**src/rtl/adc_ctl_pkg.sv**
```systemverilog
package adc_ctl_pkg;

  typedef enum logic [1:0] {
    REG_CTRL = 2'd0,
    REG_RHI  = 2'd1,
    REG_RLO  = 2'd2,
    REG_NONE = 2'd3
  } reg_sel_e;

  localparam int unsigned BIT_BUSY = 0;
  localparam int unsigned BIT_FAST = 1;
  localparam int unsigned BIT_DIFF = 2;
  localparam int unsigned CTRL_W   = 3;

  typedef struct packed {
    logic diff;
    logic fast;
    logic busy;
  } ctrl_t;

endpackage

```
**src/rtl/adc_rst_sync.sv**
```systemverilog
module adc_rst_sync #(
  parameter int unsigned STAGES = 2
) (
  input  logic clk,
  input  logic rst_n_in,
  output logic rst_n_out
);

  logic [STAGES-1:0] sync_q;

  always_ff @(posedge clk or negedge rst_n_in) begin
    if (!rst_n_in) begin
      sync_q <= '0;
    end else begin
      sync_q <= {sync_q[STAGES-2:0], 1'b1};
    end
  end

  assign rst_n_out = sync_q[STAGES-1];

endmodule

```
**src/rtl/adc_prescaler.sv**
```systemverilog
module adc_prescaler #(
  parameter int unsigned SLOW_DIV = 16
) (
  input  logic clk,
  input  logic rst_n,
  input  logic en,
  input  logic fast,
  output logic tick
);

  localparam int unsigned CW = $clog2(SLOW_DIV);
  localparam logic [CW-1:0] CNT_LAST = CW'(SLOW_DIV - 1);

  logic [CW-1:0] cnt_q;
  logic [CW-1:0] cnt_d;

  always_comb begin
    cnt_d = cnt_q;
    if (!en) begin
      cnt_d = '0;
    end else if (cnt_q == CNT_LAST) begin
      cnt_d = '0;
    end else begin
      cnt_d = cnt_q + 1'b1;
    end
  end

  always_ff @(posedge clk or negedge rst_n) begin
    if (!rst_n) begin
      cnt_q <= '0;
    end else begin
      cnt_q <= cnt_d;
    end
  end

  assign tick = en && (fast || (cnt_q == CNT_LAST));


  idle_quiet_chk: assert property (@(posedge clk) disable iff (!rst_n)
    !en |-> !tick);


  slow_gap_chk: assert property (@(posedge clk) disable iff (!rst_n)
    en && !fast && tick |=> !tick);

endmodule

```
**src/rtl/adc_conv_seq.sv**
```systemverilog
module adc_conv_seq #(
  parameter int unsigned CONV_TICKS = 12,
  parameter int unsigned RES_W      = 10
) (
  input  logic             clk,
  input  logic             rst_n,
  input  logic             clear,
  input  logic             tick,
  input  logic [RES_W-1:0] smp,
  output logic             done,
  output logic [RES_W-1:0] hold
);

  localparam int unsigned TW = $clog2(CONV_TICKS);
  localparam logic [TW-1:0] T_LAST = TW'(CONV_TICKS - 1);

  logic [TW-1:0]    tcnt_q;
  logic [TW-1:0]    tcnt_d;
  logic [RES_W-1:0] hold_q;
  logic [RES_W-1:0] hold_d;
  logic             first_tick;

  assign first_tick = tick && (tcnt_q == '0);
  assign done       = tick && (tcnt_q == T_LAST);

  always_comb begin
    tcnt_d = tcnt_q;
    if (clear) begin
      tcnt_d = '0;
    end else if (tick) begin
      tcnt_d = (tcnt_q == T_LAST) ? '0 : tcnt_q + 1'b1;
    end
  end

  always_comb begin
    hold_d = hold_q;
    if (first_tick) begin
      hold_d = smp;
    end
  end

  always_ff @(posedge clk or negedge rst_n) begin
    if (!rst_n) begin
      tcnt_q <= '0;
      hold_q <= '0;
    end else begin
      tcnt_q <= tcnt_d;
      hold_q <= hold_d;
    end
  end

  assign hold = hold_q;


  no_done_idle_chk: assert property (@(posedge clk) disable iff (!rst_n)
    clear |-> !done);

endmodule

```
**src/rtl/adc_result_regs.sv**
```systemverilog
module adc_result_regs #(
  parameter int unsigned RES_W  = 10,
  parameter int unsigned DATA_W = 8
) (
  input  logic                      clk,
  input  logic                      rst_n,
  input  logic                      load,
  input  logic [RES_W-1:0]          value,
  input  logic                      wr_hi,
  input  logic                      wr_lo,
  input  logic [DATA_W-1:0]         wdata,
  output logic [DATA_W-1:0]         res_hi,
  output logic [RES_W-DATA_W-1:0]   res_lo
);

  localparam int unsigned LO_W = RES_W - DATA_W;

  logic [DATA_W-1:0] hi_q, hi_d;
  logic [LO_W-1:0]   lo_q, lo_d;

  always_comb begin
    hi_d = hi_q;
    lo_d = lo_q;
    if (load) begin
      hi_d = value[RES_W-1 -: DATA_W];
      lo_d = value[LO_W-1:0];
    end else begin
      if (wr_hi) hi_d = wdata;
      if (wr_lo) lo_d = wdata[DATA_W-1 -: LO_W];
    end
  end

  always_ff @(posedge clk or negedge rst_n) begin
    if (!rst_n) begin
      hi_q <= '0;
      lo_q <= '0;
    end else begin
      hi_q <= hi_d;
      lo_q <= lo_d;
    end
  end

  assign res_hi = hi_q;
  assign res_lo = lo_q;


  hold_hi_chk: assert property (@(posedge clk) disable iff (!rst_n)
    !load && !wr_hi |=> $stable(hi_q));


  hold_lo_chk: assert property (@(posedge clk) disable iff (!rst_n)
    !load && !wr_lo |=> $stable(lo_q));

endmodule

```
**src/rtl/adc_conv_ctrl.sv**
```systemverilog
module adc_conv_ctrl
  import adc_ctl_pkg::*;
#(
  parameter int unsigned DATA_W      = 8,
  parameter int unsigned RES_W       = 10,
  parameter int unsigned CONV_TICKS  = 12,
  parameter int unsigned SLOW_DIV    = 16,
  parameter int unsigned SYNC_STAGES = 2
) (
  input  logic              clk,
  input  logic              rst_n,
  input  logic [1:0]        bus_addr,
  input  logic              bus_wr,
  input  logic [DATA_W-1:0] bus_wdata,
  output logic [DATA_W-1:0] bus_rdata,
  input  logic [RES_W-1:0]  smp_data,
  output logic              cclk_tick,
  output logic              conv_active,
  output logic              conv_diff
);

  localparam int unsigned LO_W     = RES_W - DATA_W;
  localparam int unsigned PAD_W    = DATA_W - LO_W;
  localparam int unsigned CTRL_PAD = DATA_W - CTRL_W;

  logic       rst_sync_n;
  reg_sel_e   sel;
  ctrl_t      ctrl_q, ctrl_d;
  logic       snap_fast_q, snap_fast_d;
  logic       snap_diff_q, snap_diff_d;
  logic       wr_ctrl, start_w, abort_w, finish_w;
  logic       tick_w, seq_done;
  logic [RES_W-1:0]  seq_hold;
  logic [DATA_W-1:0] res_hi;
  logic [LO_W-1:0]   res_lo;

  adc_rst_sync #(.STAGES(SYNC_STAGES)) u_rst (
    .clk       (clk),
    .rst_n_in  (rst_n),
    .rst_n_out (rst_sync_n)
  );

  assign sel      = reg_sel_e'(bus_addr);
  assign wr_ctrl  = bus_wr && (sel == REG_CTRL);
  assign start_w  = wr_ctrl && bus_wdata[BIT_BUSY] && !ctrl_q.busy;
  assign abort_w  = wr_ctrl && !bus_wdata[BIT_BUSY] && ctrl_q.busy;
  assign finish_w = seq_done && !abort_w;

  always_comb begin
    ctrl_d = ctrl_q;
    if (wr_ctrl) begin
      ctrl_d.fast = bus_wdata[BIT_FAST];
      ctrl_d.diff = bus_wdata[BIT_DIFF];
    end
    if (start_w) begin
      ctrl_d.busy = 1'b1;
    end else if (abort_w || finish_w) begin
      ctrl_d.busy = 1'b0;
    end
  end

  always_comb begin
    snap_fast_d = snap_fast_q;
    snap_diff_d = snap_diff_q;
    if (start_w) begin
      snap_fast_d = bus_wdata[BIT_FAST];
      snap_diff_d = bus_wdata[BIT_DIFF];
    end
  end

  always_ff @(posedge clk or negedge rst_sync_n) begin
    if (!rst_sync_n) begin
      ctrl_q      <= '0;
      snap_fast_q <= 1'b0;
      snap_diff_q <= 1'b0;
    end else begin
      ctrl_q      <= ctrl_d;
      snap_fast_q <= snap_fast_d;
      snap_diff_q <= snap_diff_d;
    end
  end

  adc_prescaler #(.SLOW_DIV(SLOW_DIV)) u_psc (
    .clk   (clk),
    .rst_n (rst_sync_n),
    .en    (ctrl_q.busy),
    .fast  (snap_fast_q),
    .tick  (tick_w)
  );

  adc_conv_seq #(.CONV_TICKS(CONV_TICKS), .RES_W(RES_W)) u_seq (
    .clk   (clk),
    .rst_n (rst_sync_n),
    .clear (!ctrl_q.busy),
    .tick  (tick_w),
    .smp   (smp_data),
    .done  (seq_done),
    .hold  (seq_hold)
  );

  adc_result_regs #(.RES_W(RES_W), .DATA_W(DATA_W)) u_res (
    .clk    (clk),
    .rst_n  (rst_sync_n),
    .load   (finish_w),
    .value  (seq_hold),
    .wr_hi  (bus_wr && (sel == REG_RHI)),
    .wr_lo  (bus_wr && (sel == REG_RLO)),
    .wdata  (bus_wdata),
    .res_hi (res_hi),
    .res_lo (res_lo)
  );

  always_comb begin
    unique case (sel)
      REG_CTRL: bus_rdata = {{CTRL_PAD{1'b0}}, ctrl_q};
      REG_RHI:  bus_rdata = res_hi;
      REG_RLO:  bus_rdata = {res_lo, {PAD_W{1'b0}}};
      default:  bus_rdata = '0;
    endcase
  end

  assign cclk_tick   = tick_w;
  assign conv_active = ctrl_q.busy;
  assign conv_diff   = snap_diff_q;


  always_comb begin
    if (sel == REG_RLO) begin
      lo_pad_chk: assert (bus_rdata[PAD_W-1:0] == '0);
    end
  end


  start_by_write_chk: assert property (@(posedge clk) disable iff (!rst_sync_n)
    $rose(ctrl_q.busy) |-> $past(bus_wr && (bus_addr == 2'd0) && bus_wdata[BIT_BUSY]));


  abort_stops_chk: assert property (@(posedge clk) disable iff (!rst_sync_n)
    abort_w |=> !conv_active && !cclk_tick);


  no_restart_chk: assert property (@(posedge clk) disable iff (!rst_sync_n)
    ctrl_q.busy && wr_ctrl && bus_wdata[BIT_BUSY] && !seq_done |=> conv_active && $stable(conv_diff));


  finish_clears_chk: assert property (@(posedge clk) disable iff (!rst_sync_n)
    finish_w |=> !conv_active);


  abort_wins_chk: assert property (@(posedge clk) disable iff (!rst_sync_n)
    seq_done && abort_w |=> $stable(res_hi) && $stable(res_lo));

endmodule

```
**config.mk**
```make
export PLATFORM = sky130hd
export DESIGN_NAME = adc_conv_ctrl
export DESIGN_NICKNAME = d
export VERILOG_FILES = /design/src/rtl/adc_ctl_pkg.sv /design/src/rtl/adc_rst_sync.sv /design/src/rtl/adc_prescaler.sv /design/src/rtl/adc_conv_seq.sv /design/src/rtl/adc_result_regs.sv /design/src/rtl/adc_conv_ctrl.sv
export SDC_FILE = /design/constraint.sdc
export NUM_CORES = 1
export LEC_CHECK = 0
export CORE_UTILIZATION = 61
export DETAILED_ROUTE_END_ITERATION = 8
export DONT_BUFFER_PORTS = 1
export GPL_TIMING_DRIVEN = 0
export PLACE_DENSITY = 0.78
export SLEW_MARGIN = 10
export SYNTH_ARGS = -nofsm -noshare
export SYNTH_HDL_FRONTEND = slang
export SYNTH_SLANG_ARGS = --single-unit
```
**constraint.sdc**
```tcl
create_clock -name clk -period 1.3 [get_ports clk]
set_input_delay 0.065 -clock clk [delete_from_list [all_inputs] [get_ports clk]]
set_output_delay 0.065 -clock clk [all_outputs]
set_load 0.005 [all_outputs]
```
# Yosys cells after proc, flatten, opt, wreduce, memory -nomap -nowiden
# Index checks and enable logic that the tools add are counted.
totals:
  out_inout_bits: 11
  reg_bits: 35
  wordCells: 51
  inputBits: 23
classes:
  n_mux: 12
  addsub: 2
  n_reduce_logical: 21
  n_eq_ne: 5
ops:
  columns: ["operator", "count"]
  rows:
  - ["8-bit case mux with 3 select lines", 1]
  - ["4-bit two-way mux", 5]
  - ["8-bit two-way mux", 2]
  - ["1-bit logical AND", 11]
  - ["4-bit by 1-bit adder with 4-bit output (second input constant)", 2]
  - ["4-bit == test (second input constant)", 2]
  - ["2-bit nonzero test", 3]
  - ["4-bit zero test", 1]
  - ["2-bit two-way mux", 2]
  - ["1-bit zero test", 3]
  - ["2-bit by 1-bit == test with 1-bit output (second input constant)", 1]
  - ["2-bit == test (second input constant)", 1]
  - ["2-bit zero test", 1]
  - ["1-bit logical OR", 2]
  - ["1-bit two-way mux", 2]
  - ["2-bit by 1-bit inequality test with 1-bit output (second input constant)", 1]

# Depth between registers and ports, before layout
depth:
  ltp_word: 9
  ltp_mapped: 4
  depth_no_buf: 4

# Modules after synthesis
# A second synthesis with hierarchy kept.
unflattened:
  cells_unflattened: 140
  hier_area_um2: 1706.6
modules_own_cells:
  columns: ["mod", "area_each_um2", "n_inst", "seq_area_each_um2", "cells_each"]
  rows:
  - ["adc_conv_seq", 659.4, 1, 350.3, 47]
  - ["adc_result_regs", 462.9, 1, 250.2, 43]
  - ["adc_conv_ctrl", 344.1, 1, 125.1, 32]
  - ["adc_prescaler", 186.4, 1, 100.1, 15]
  - ["adc_rst_sync", 53.8, 1, 50.0, 3]

# Least setup slack after synthesis
# No wires, ideal clock.
synth_timing:
  kind: "reg2reg"
  startpoint: "register u_psc.cnt_q[0]"
  endpoint: "register u_seq.hold_q[0], in the netlist u_seq.hold[0]"
  path_stages_with_launch: 5
  setup_ns: 0.125
  path_slack_ns: -0.322
  arrival_ns: 1.497
  synth_period_minus_slack_ns: 1.622
  path_buffers: 0
  t_required_ns: 1.175
  path_cell_list: "dfrtp_1 ha_1 a31o_2 nand4_2 mux2_2"
synth_via:
  elab_chain_len: 4
synth_lines:
  columns: ["element", "line", "rtl"]
  rows:
  - ["start: declaration", "adc_prescaler.sv:14", "logic [CW-1:0] cnt_q;"]
  - ["start signal: assignment", "adc_prescaler.sv:32", "cnt_q <= cnt_d;"]
  - ["4-bit == test", "adc_prescaler.sv:36", "assign tick = en && (fast || (cnt_q == CNT_LAST));"]
  - ["1-bit logical OR", "adc_prescaler.sv:36", null]
  - ["1-bit logical AND", "adc_prescaler.sv:36", null]
  - ["1-bit logical AND", "adc_conv_seq.sv:23", "assign first_tick = tick && (tcnt_q == '0);"]
  - ["end signal: assignment", "adc_conv_seq.sv:48", "hold_q <= hold_d;"]
  - ["end: declaration", "adc_conv_seq.sv:19", "logic [RES_W-1:0] hold_q;"]
# No other way between the ends.
# A chain may end at the register's enable or synchronous reset.

# Worst setup path in the final report
layout_timing:
  startpoint: "register u_psc.cnt_q[0]"
  endpoint: "register u_seq.hold_q[2], in the netlist u_seq.hold[2]"
# Same word-level chain as after synthesis.

==> summary by stage <==
Clocking
The latest clock arrival within the worst-skew pair is 340 ps. The root buffer cell is sky130_fd_sc_hd__clkbuf_4. The TritonCTS clock tree is done. The number of CTS-inserted buffers is 5. Clock-pin slew was measured on the worst setup and hold paths at about 100 ps. The longest clock path from root to sink contains 2 buffers. The deepest level of the CTS H-tree is 2. The clock sink count is 35.

Logic synthesis
The average footprint of a synthesized cell is 12.8 um2. The most used flip-flop cell after synthesis is sky130_fd_sc_hd__dfrtp_1. The number of flops mapped to enable cells by yosys is 0. In the synthesized netlist the async set-or-reset flop fraction comes to 100%. The post-synthesis sequential area ratio is 52.2%. The gate count of the mapped netlist is 131. The synthesized netlist occupies a cell area of 0.00168 mm2.

The synthesized netlist contains 34 unique library cells. The synthesized design contains 35 register bits. The Yosys step of the flow raised 0 warnings. The net count after synthesis is between 150 and 200.

Detailed routing
The iteration-0 DRC count of the detailed router is 33. Once detail routing completed, the nets flagged for antenna violations numbered 0. The number of detailed-routing iterations run before antenna repair is 4. The detailed router placed around 1200 vias in this run. The wire length per cell after detailed routing is 20.1 um.

The final routed DRC violation total is 0. Using the TritonRoute via totals, the vias-per-cell ratio works out to between 6 and 7. The sum of routed wire length over all layers is 4.05 mm.

Floorplanning
The overall die area is slightly below 0.003 mm2. The height of the chip is approximately 54 um. The floorplan step defined a core boundary enclosing 0.00254 mm2.

The width of the chip is 54.4 um. The starting utilization of the core area is approximately two thirds. The floorplan row count is 18. The number of top-level pins is 34.

Job
The max-capacitance violation count is 0.

GRT
Entering global routing, the biggest net connects 34 pins. After global routing the overflow that remains totals 0. The initial antenna violation count is 0. The wire length of the first global-routing pass is between 5 and 6 mm. The number of global-route vias before repair is roughly 1200. The global-route usage over all layers is between 20% and 30%.

Critical path
STA classifies the critical path startpoint as a flop. The worst setup path is captured at a flop. In this run the worst path has a maximum fanout of 5. The required time of the critical path is 1530 ps. The data arrival time of the critical path is 1750 ps.

The critical path in this run is classified as flop to flop.

STA
The number of hold-slack violations in the final timing report is 0. In this run the tightest slew margin relative to its limit is a little over half. Setup repair after global routing could not meet its margin everywhere.

The total count of max-transition violations in the final report came to 0. The worst path in the final design needs a cycle of between 1500 and 2000 ps, including I/O delays and setup. The setup TNS is -4070 ps. The maximum achievable frequency is 658 MHz.

At the pin with the least slew margin, the transition time is 715 ps. The worst-case clock skew is 10.5 ps. The worst path uses 117% of the clock period. Setup violations remaining at the end of the flow were counted as 27. The setup slack after layout is -219 ps.

Final layout
The total number of nets in the final design is 196. The layout overhead on the synthesized area is 34.2%. The library cell used most frequently in the layout, excluding fill and tap cells, is sky130_fd_sc_hd__dfrtp_1. In the layout the commonest cells are sky130_fd_sc_hd__dfrtp_1, sky130_fd_sc_hd__dlygate4sd3_1, sky130_fd_sc_hd__mux2_4. The final core utilization is 88.4%.

The count of filler cells inserted in the layout is 111. The number of diodes added for antenna fixing is 0. The share of final-layout standard cells stronger than drive strength 1 is 42.1%. The count of cells in the finished layout, fillers not included, comes to between 200 and 250.

Power and ir drop
The overall power of the completed layout is 3.65 mW. The maximum VDD drop is about 1.4 mV. In this run the static leakage power is approximately 1.0 nW. The power per standard cell area is 1620 mW/mm2.

Place
The number of buffers added on ports is 0. Before CTS, the worst setup slack after placement is -261 ps. The final RePlAce weighted congestion is 0.821. The detailed-placement wirelength estimate is around 2.1 mm. Including well taps, the total number of placed cells is between 150 and 200.

Run status
The flow ran to the end, but the final reports show violations. The checks that failed: setup timing.

Min path
The tightest min-delay check is of the input pin to flop type.
==> cell usage after synthesis (2+ instances only) <==
library cell,instances,area [um2]
sky130_fd_sc_hd__nand2_1,4,15.0
sky130_fd_sc_hd__nor2_1,6,22.5
sky130_fd_sc_hd__dfrtp_1,35,876
sky130_fd_sc_hd__o21ai_0,4,20.0
sky130_fd_sc_hd__ha_1,3,37.5
sky130_fd_sc_hd__a21oi_1,7,35.0
sky130_fd_sc_hd__and2_1,4,25.0
sky130_fd_sc_hd__inv_1,4,15.0
sky130_fd_sc_hd__a22o_1,2,17.5
sky130_fd_sc_hd__mux2i_1,3,30.0
sky130_fd_sc_hd__mux2_2,34,383
sky130_fd_sc_hd__nand3_1,3,15.0
==> metal layers <==
layer	global-route usage, %	wire, um	share of wire (%)
met5	0	0	0
met4	11.1	91	2.2
met3	11.1	244	6.0
met2	49.8	2180	54
met1	31.4	1530	38
==> power by group <==
part           internal [mW]  switching, mW  total (mW)  leakage [nW]
logic                  0.830          0.549        1.38         0.557
clock network          0.211          0.348       0.558        0.0293
registers               1.42          0.293        1.71         0.423
total                   2.46           1.19        3.65          1.01
==> cell families (layout without fill, tap and decap cells) <==
kind of cell / count (synthesis) / count (layout) / synth area share [%]
flops: 35 / 35 / 52.2
buf+inv: 8 / 46 / 2.39
simple gates: 30 / 32 / 12.1
xor+xnor: 1 / 1 / 0.522
mux: 37 / 37 / 24.6
other cells: 1 / 1 / 0.223
fa+ha+maj: 3 / 3 / 2.24
compound gates: 16 / 16 / 5.74
==> registers in the layout (all words and copies together), names as in the netlist <==
name,count
conv_diff,1
u_res.res_hi,8
conv_active,1
u_rst.sync_q,2
u_psc.cnt_q,4
snap_fast_q,1
u_res.res_lo,2
ctrl_q,2
u_seq.tcnt_q,4
u_seq.hold,10
==> per-stage QoR <==
stage / hold slack (ps) / area (um2)
floorplan: -231 / 1710
global placement: -231 / 1750
detailed placement: -231 / 1750
CTS: 15.9 / 2200
global route: 34.1 / 2250
finish: 55.6 / 2250
==> path summary, 6_finish.rpt <==
check / slack (ps) / start / cells past startpoint / to
max: -220 / u_psc.cnt_q[0] / 4 / u_seq.hold[2]
min: 60 / bus_wdata[0] / 2 / conv_diff
max reg2reg: -220 / u_psc.cnt_q[0] / 4 / u_seq.hold[2]
min reg2reg: 320 / u_rst.sync_q[1] / 0 / u_seq.hold[2]
max in group asynchronous: 520 / u_rst.sync_q[1] / 0 / u_psc.cnt_q[1]
min in group asynchronous: 320 / u_rst.sync_q[1] / 0 / u_seq.hold[2]
==> worst max-delay path: stages, from the launching register on <==
cell and delay (ps):
sky130_fd_sc_hd__dfrtp_1 430, sky130_fd_sc_hd__ha_4 190, sky130_fd_sc_hd__a31o_4 280, sky130_fd_sc_hd__nand4_4 140, sky130_fd_sc_hd__mux2_2 370
==> area by class of cell <==
cell class,instances,area (um2),area share [%]
buffer,3,27.5,1.22
tap,30,37.5,1.67
clock buffer,7,45.0,2.00
multi-input combinational,90,956,42.5
clock inverter,1,5.00,0.222
sequential,35,877,39.0
inverter,5,23.8,1.06
timing repair buffer,30,279,12.4
==> repair_timing <==
action | CTS | global route
cloned | 2 | 0
setup endpoints to repair | 61 | 29
hold buffers | 20 | 0
endpoints found under the hold margin | 26 | 0
resized for setup | 28 | 7
pin swaps | 7 | 6
setup buffers | 7 | 3
Note: power is estimated with default switching activity, not from simulation.
